==> src/rtl/fs_sel_pkg.sv <==
// Package: shared widths, codes and enums for the frame-sync source selector.
// Assumes the source field and the reference index have the same width.
package fs_sel_pkg;
    localparam int REF_W    = 4;
    localparam int STATE_W  = 3;
    localparam int NUM_PINS = 3;
    localparam logic [STATE_W-1:0] LOCK_CODE = 3'b100;

    typedef enum logic [1:0] {
        FS_OFF    = 2'd0,
        FS_MANUAL = 2'd1,
        FS_AUTO   = 2'd2,
        FS_TRIPLE = 2'd3
    } fs_mode_e;

    typedef enum logic [1:0] {
        PIN_INT = 2'd0,
        PIN_S1  = 2'd1,
        PIN_S2  = 2'd2,
        PIN_S3  = 2'd3
    } fs_pin_e;
endpackage

==> src/rtl/fs_mode_decode.sv <==
// Module: fs_mode_decode
// Decodes the operating mode from the lock state, the enable bit, the source
// field and the auto-enable bit. It also gives the pin choice for the
// single-pin modes. Purely combinational; the top module registers the result.
// Assumes the source field and the reference index have the same width.
module fs_mode_decode
    import fs_sel_pkg::*;
#(
    parameter logic [STATE_W-1:0] LOCKED = LOCK_CODE
) (
    input  logic [STATE_W-1:0] dpll_state,
    input  logic               fs_enable,
    input  logic [REF_W-1:0]   src_field,
    input  logic               auto_en,
    input  logic [REF_W-1:0]   sel_ref,
    output fs_mode_e           mode_o,
    output fs_pin_e            single_pin_o
);
    localparam int TOP_HI = REF_W - 1;
    localparam int TOP_LO = REF_W - 2;

    logic active;
    logic triple;

    // Purpose: decide whether frame sync is live and which mode applies.
    always_comb begin
        active       = (dpll_state == LOCKED) && fs_enable;
        triple       = (src_field[TOP_HI:TOP_LO] == 2'b11);
        mode_o       = FS_OFF;
        single_pin_o = PIN_INT;
        if (active) begin
            if (triple) begin
                mode_o = FS_TRIPLE;
            end else if (auto_en) begin
                mode_o       = FS_AUTO;
                single_pin_o = (sel_ref == src_field) ? PIN_S1 : PIN_INT;
            end else begin
                mode_o       = FS_MANUAL;
                single_pin_o = PIN_S1;
            end
        end
    end
endmodule

==> src/rtl/fs_pin_map.sv <==
// Module: fs_pin_map
// Maps the selected reference onto one of the three sync pins for the
// three-pin mode. The sync-source field decides the pairing of references
// to pins. Purely combinational.
// Assumes the reference indices fit in REF_W bits.
module fs_pin_map
    import fs_sel_pkg::*;
#(
    parameter int REF_A = 3,
    parameter int REF_B = 4,
    parameter int REF_C = 5,
    parameter int REF_D = 6,
    parameter int REF_E = 9
) (
    input  logic [2:0]       sync_src,
    input  logic [REF_W-1:0] sel_ref,
    output fs_pin_e          pin_o
);
    localparam logic [REF_W-1:0] RA = REF_W'(REF_A);
    localparam logic [REF_W-1:0] RB = REF_W'(REF_B);
    localparam logic [REF_W-1:0] RC = REF_W'(REF_C);
    localparam logic [REF_W-1:0] RD = REF_W'(REF_D);
    localparam logic [REF_W-1:0] RE = REF_W'(REF_E);

    // Purpose: look up the pin for the current reference and pairing.
    always_comb begin
        pin_o = PIN_INT;
        if (sel_ref == RE) begin
            pin_o = PIN_S3;
        end else begin
            casez (sync_src)
                3'b0??: begin
                    if (sel_ref == RA || sel_ref == RC)      pin_o = PIN_S1;
                    else if (sel_ref == RB || sel_ref == RD) pin_o = PIN_S2;
                end
                3'b1?0: begin
                    if (sel_ref == RA)      pin_o = PIN_S1;
                    else if (sel_ref == RB) pin_o = PIN_S2;
                end
                default: begin
                    if (sel_ref == RC)      pin_o = PIN_S1;
                    else if (sel_ref == RD) pin_o = PIN_S2;
                end
            endcase
        end
    end
endmodule

==> src/rtl/fs_ref_watch.sv <==
// Module: fs_ref_watch
// Keeps the reference index from the previous clock edge. Raises a one-cycle
// clear pulse when the index differs and the arm input is high.
// Assumes a synchronous, active-low reset. The first edge after reset only
// loads the history and never raises a pulse.
module fs_ref_watch
    import fs_sel_pkg::*;
(
    input  logic             clk,
    input  logic             rst_n,
    input  logic             arm,
    input  logic [REF_W-1:0] sel_ref,
    output logic             clear_o
);
    logic [REF_W-1:0] ref_q;
    logic             hist_vld;
    logic             changed;

    // Purpose: compare the present reference against the stored one.
    always_comb begin
        changed = hist_vld && (sel_ref != ref_q);
    end

    // Purpose: keep the reference history and register the clear pulse.
    always_ff @(posedge clk) begin
        ref_q <= sel_ref;
        if (!rst_n) begin
            hist_vld <= 1'b0;
            clear_o  <= 1'b0;
        end else begin
            hist_vld <= 1'b1;
            clear_o  <= arm && changed;
        end
    end


    clear_after_change_chk: assert property (@(posedge clk) disable iff (!rst_n)
        clear_o |-> (ref_q != $past(ref_q)));
endmodule

==> src/rtl/fs_src_sel.sv <==
// Module: fs_src_sel (top)
// Chooses the frame-sync mode and sync pin from the loop state and control
// fields. Requests an enable clear when the reference changes in three-pin
// mode with auto-enable set. All outputs are registered, one clock after
// their inputs.
// Assumes a synchronous, active-low reset.
module fs_src_sel
    import fs_sel_pkg::*;
(
    input  logic               clk,
    input  logic               rst_n,
    input  logic [STATE_W-1:0] dpll_state,
    input  logic               fs_enable,
    input  logic [REF_W-1:0]   src_field,
    input  logic               auto_en,
    input  logic [2:0]         sync_src,
    input  logic [REF_W-1:0]   sel_ref,
    output logic [1:0]         fs_mode,
    output logic [1:0]         pin_sel,
    output logic [NUM_PINS-1:0] pin_onehot,
    output logic               enable_clear
);
    fs_mode_e mode_nxt;
    fs_pin_e  single_pin;
    fs_pin_e  triple_pin;
    fs_pin_e  pin_nxt;
    fs_mode_e mode_q;
    fs_pin_e  pin_q;
    logic     arm;

    fs_mode_decode u_mode (
        .dpll_state   (dpll_state),
        .fs_enable    (fs_enable),
        .src_field    (src_field),
        .auto_en      (auto_en),
        .sel_ref      (sel_ref),
        .mode_o       (mode_nxt),
        .single_pin_o (single_pin)
    );

    fs_pin_map u_map (
        .sync_src (sync_src),
        .sel_ref  (sel_ref),
        .pin_o    (triple_pin)
    );

    // Purpose: choose the pin source by mode and arm the clear request.
    always_comb begin
        pin_nxt = (mode_nxt == FS_TRIPLE) ? triple_pin : single_pin;
        arm     = (mode_nxt == FS_TRIPLE) && auto_en;
    end

    fs_ref_watch u_watch (
        .clk     (clk),
        .rst_n   (rst_n),
        .arm     (arm),
        .sel_ref (sel_ref),
        .clear_o (enable_clear)
    );

    // Purpose: register mode and pin; reset to disabled and internal.
    always_ff @(posedge clk) begin
        if (!rst_n) begin
            mode_q <= FS_OFF;
            pin_q  <= PIN_INT;
        end else begin
            mode_q <= mode_nxt;
            pin_q  <= pin_nxt;
        end
    end

    assign fs_mode = mode_q;
    assign pin_sel = pin_q;

    // Purpose: expand the encoded pin into a one-hot vector.
    for (genvar i = 0; i < NUM_PINS; i++) begin : g_onehot
        assign pin_onehot[i] = (pin_q == fs_pin_e'(i + 1));
    end


    unlocked_off_chk: assert property (@(posedge clk) disable iff (!rst_n)
        (dpll_state != LOCK_CODE) |=> (fs_mode == FS_OFF && pin_sel == PIN_INT));

    disabled_off_chk: assert property (@(posedge clk) disable iff (!rst_n)
        !fs_enable |=> (fs_mode == FS_OFF && pin_sel == PIN_INT && !enable_clear));

    manual_pin_chk: assert property (@(posedge clk) disable iff (!rst_n)
        (fs_mode == FS_MANUAL) |-> (pin_sel == PIN_S1));

    auto_pin_chk: assert property (@(posedge clk) disable iff (!rst_n)
        (fs_mode == FS_AUTO) |-> (pin_sel == PIN_S1 || pin_sel == PIN_INT));

    sync3_mode_chk: assert property (@(posedge clk) disable iff (!rst_n)
        (pin_sel == PIN_S3) |-> (fs_mode == FS_TRIPLE));

    clear_mode_chk: assert property (@(posedge clk) disable iff (!rst_n)
        enable_clear |-> (fs_mode == FS_TRIPLE));

    onehot_pin_chk: assert property (@(posedge clk) disable iff (!rst_n)
        $onehot0(pin_onehot) && ((pin_onehot == '0) == (pin_sel == PIN_INT)));
endmodule

==> config.mk <==
export PLATFORM = sky130hd
export DESIGN_NAME = fs_src_sel
export DESIGN_NICKNAME = d
export VERILOG_FILES = /design/src/rtl/fs_sel_pkg.sv /design/src/rtl/fs_mode_decode.sv /design/src/rtl/fs_pin_map.sv /design/src/rtl/fs_ref_watch.sv /design/src/rtl/fs_src_sel.sv
export SDC_FILE = /design/constraint.sdc
export NUM_CORES = 1
export LEC_CHECK = 0
export BUFFER_PORTS_ARGS = -buffer_cell sky130_fd_sc_hd__buf_2
export CAP_MARGIN = 10
export CELL_PAD_IN_SITES_DETAIL_PLACEMENT = 1
export CELL_PAD_IN_SITES_GLOBAL_PLACEMENT = 2
export CORE_MARGIN = 5
export CORE_UTILIZATION = 22
export DETAILED_ROUTE_END_ITERATION = 10
export PLACE_DENSITY = 0.82
export SLEW_MARGIN = 20
export SYNTH_ARGS = -nofsm -noshare
export SYNTH_HDL_FRONTEND = slang
export SYNTH_SLANG_ARGS = --single-unit
export TNS_END_PERCENT = 50
==> constraint.sdc <==
create_clock -name clk -period 1.3 [get_ports clk]
set_input_delay 0.065 -clock clk [delete_from_list [all_inputs] [get_ports clk]]
set_output_delay 0.065 -clock clk [all_outputs]
set_load 0.02 [all_outputs]
==> metrics.md <==
| Metric | Value |
|---|---|
| Most frequent cell after synthesis | `dfxtp_1` |
| Pre-antenna DRT Iters | `2` |
| TritonCTS Buffers | `3` |
| Cell Int Power | `between 0.0005 and 0.0006 W` |
| Leakage Power | `~0.3 nW` |
| Yosys warns | `0` |
| Seq pwr share | `between 40% and 50%` |
| Clock Power Share | `between 30% and 40%` |
| Share of the synthesized area in the top cell type | `44.9%` |
| Outcome | `complete, no violations` |
| Non-Filler Instances | `102` |
| Distinct cells, synth | `19` |
| Die ar. | `3020 sq um` |
| Pwr dens | `between 1000 and 1500 nW/um^2` |
| Leading area contributor after synthesis | `dfxtp_1` |
| Port bufs | `24` |
| Worst Hold Class | `primary input to register` |
| Core area | `between 1500 and 2000 sq um` |
| Async S/R FF share, synth | `0%` |
| Slew margin rel. | `79.9%` |
| I/O pin cnt | `26` |
| Pin count of the biggest net entering global routing | `8` |
| Peak VDD IR | `~0.59 mV` |
| Initial antenna violation count | `0` |
| Sw Ratio | `23.1%` |
| First-pass GRT wire length | `about 1600 microns` |
| TritonCTS clock tree | `yes` |
| Unrepaired setup endpoints after global routing | `no` |
| CP max FO | `5` |
| Nets | `94` |
| Top cells by count, synth | `dfxtp_1 (10), xnor2_1 (9), nand2_1 (4)` |
| Gr ovfl total | `0` |
| Via Count | `roughly 410` |
| # diodes | `0` |
| Clock Tree Root | `clkbuf_4` |
| Share of layout cells above drive strength 1 | `roughly 43%` |
| Clk slew on worst S/H paths | `0.07 ns` |
| Final setup violation count | `0` |
| Post-DP HPWL | `just under 1000 microns` |
| Routability congestion estimate | `0.704` |
| Synth Register Bits | `10` |
| Cell row count | `16` |
| Fin crit share | `90.4%` |
| Ys flop type | `dfxtp_1` |
| Sum Neg Setup Slack | `0 ns` |
| Final-report max-slew violation count | `0` |
| Clk sinks | `10` |
| Drt wl/cell | `10.9 microns` |
| Worst endpoint data arrival time | `roughly 1.4 ns` |
| Max-cap viol count | `0` |
| Antenna violation net count after detailed routing | `0` |
| Post-Syn Nets | `64` |
| Fin. Hold Viols | `0` |
| Initial DRC Count | `1` |
| Height of the die | `55.0 microns` |
| Synthesized area per cell | `around 9.7 sq um` |
| Post-synth EDFFs | `0` |
| Worst-Margin Slew | `0.301 ns` |
| CTS max path bufs | `2` |
| Post-Syn Area | `445 sq um` |
| Switch Pwr | `0.000162 W` |
| Final min period | `~1.2 ns` |
| Fillcell total | `255` |
| Placed Cells | `96` |
| CP endpoint kind | `register` |
| Initial core utilization | `22.9%` |
| Crit start category | `primary input` |
| Post-CTS setup buffer count | `0` |
| Clk Latency, worst-skew pair | `around 0.26 ns` |
| Vias in the first global route | `367` |
| Critical Path RT | `around 1.5 ns` |
| Mapped Cells | `46` |
| # DRC | `0` |
| CTS H-tree lvls | `1` |
| Via-per-instance ratio | `4.06` |
| Worst Skew | `0.00110 ns` |
| Combinational Power Share | `14.8%` |
| Largest cells by area after synthesis | `dfxtp_1 (45%), xnor2_1 (18%), nand4_1 (4.2%)` |
| Area grow syn2layout | `50.3%` |
| Maximum clock rate | `0.851 GHz` |
| WS Path Type | `primary input to register` |
| Wirelength, routed | `between 1000 and 1500 microns` |
| Seq/Total Area, Yosys | `44.9%` |
| Die width | `55.0 microns` |
| GRT Util Overall | `7.39%` |
==> final timing paths <==
kind | from | endpoint | slack [ns] | depth (start not counted)
worst min-delay path | sel_ref[3] | u_watch.ref_q[3]$_DFF_P_ | 0.01 | 1
worst max-delay path | sel_ref[0] | pin_sel[1]$_SDFF_PN0_ | 0.13 | 6
worst min register to register | u_watch.hist_vld$_DFF_P_ | u_watch.clear_o$_SDFF_PN0_ | 0.45 | 2
worst max register to register | u_watch.ref_q[1]$_DFF_P_ | u_watch.clear_o$_SDFF_PN0_ | 0.47 | 4
==> critical path, cell delays in order <==
cell and delay (ns):
dlygate4sd3_1 0.53, buf_4 0.14, inv_1 0.09, nor4b_4 0.29, a21oi_1 0.09, a211oi_2 0.17
==> power groups by stage <==
stage	logic (W)	registers [W]	clock network, W
after floorplan	0.0000502	0.000328	0
after global routing	0.000114	0.000320	0.000303
after detailed placement	0.0000949	0.000326	0
final	0.000104	0.000319	0.000278
after global placement	0.0000929	0.000326	0
after CTS	0.0000999	0.000319	0.000284
==> final cells by class <==
cell class | count | area [sq um] | share of cell area [%]
Sequential cell | 10 | 200 | 29.9
Clock buffer | 4 | 36.3 | 5.42
Timing Repair Buffer | 26 | 143 | 21.3
Inverter | 1 | 3.75 | 0.561
Multi-Input combinational cell | 34 | 253 | 37.8
Tap cell | 27 | 33.8 | 5.05
==> routing by layer <==
metal	wire, microns	vias to the layer above	global-route usage (%)
met1	471	177	8.97
met4	0	0	1.21
met2	493	20	10.6
met3	147	0	5.36
met5	0	-	0
li1	-	217	-
==> timing repair <==
item,4_1_cts,5_1_grt
resized for setup,0,4
hold buffers,2,0
setup endpoints to repair,0,1
endpoints found under the hold margin,2,0
==> state kept, by name (all words and copies together) (netlist names) <==
register and flops:
fs_mode 2, pin_sel 2, u_watch.clear_o 1, u_watch.hist_vld 1, u_watch.ref_q 4
==> metrics by stage <==
| step | utilization (%) | total power [W] | area (sq um) | worst slack [ns] | hold WS (ns) |
|---|---|---|---|---|---|
| floorplan | - | 0.000378 | 445 | 0.368 | 0.0927 |
| global route | 34.5 | 0.000737 | 669 | 0.0320 | 0.00679 |
| CTS | 33.4 | 0.000704 | 648 | 0.0455 | 0.00265 |
| finish | 34.5 | 0.000701 | 669 | 0.125 | 0.0142 |
| global placement | 30.5 | 0.000419 | 592 | 0.244 | 0.189 |
| detailed placement | 30.5 | 0.000421 | 592 | 0.197 | 0.190 |
==> kinds of logic after synthesis <==
| family | share of synthesized area [%] |
|---|---|
| compound gates | 11.8 |
| buf+inv | 2.53 |
| simple gates | 23.0 |
| flops | 44.9 |
| xor+xnor | 17.7 |
==> layout by cell type, fill, tap and decap left out <==
| cell type | instances |
|---|---|
| buf_2 | 23 |
| dfxtp_1 | 10 |
| xnor2_1 | 9 |
| nand2_1 | 4 |
| nor2_1 | 3 |
| nand4_1 | 3 |
| a21oi_1 | 3 |
| clkbuf_4 | 3 |
| nor2b_1 | 2 |
| dlygate4sd3_1 | 2 |
| and2_1 | 1 |
| nand2b_1 | 1 |
| inv_1 | 1 |
| a2111oi_2 | 1 |
| nor4b_4 | 1 |
| a31oi_1 | 1 |
| o31a_1 | 1 |
| nor3b_2 | 1 |
| a211oi_2 | 1 |
| nand3_1 | 1 |
| nor3_1 | 1 |
| clkbuf_8 | 1 |
| buf_4 | 1 |
(Power assumes the default switching activity.)
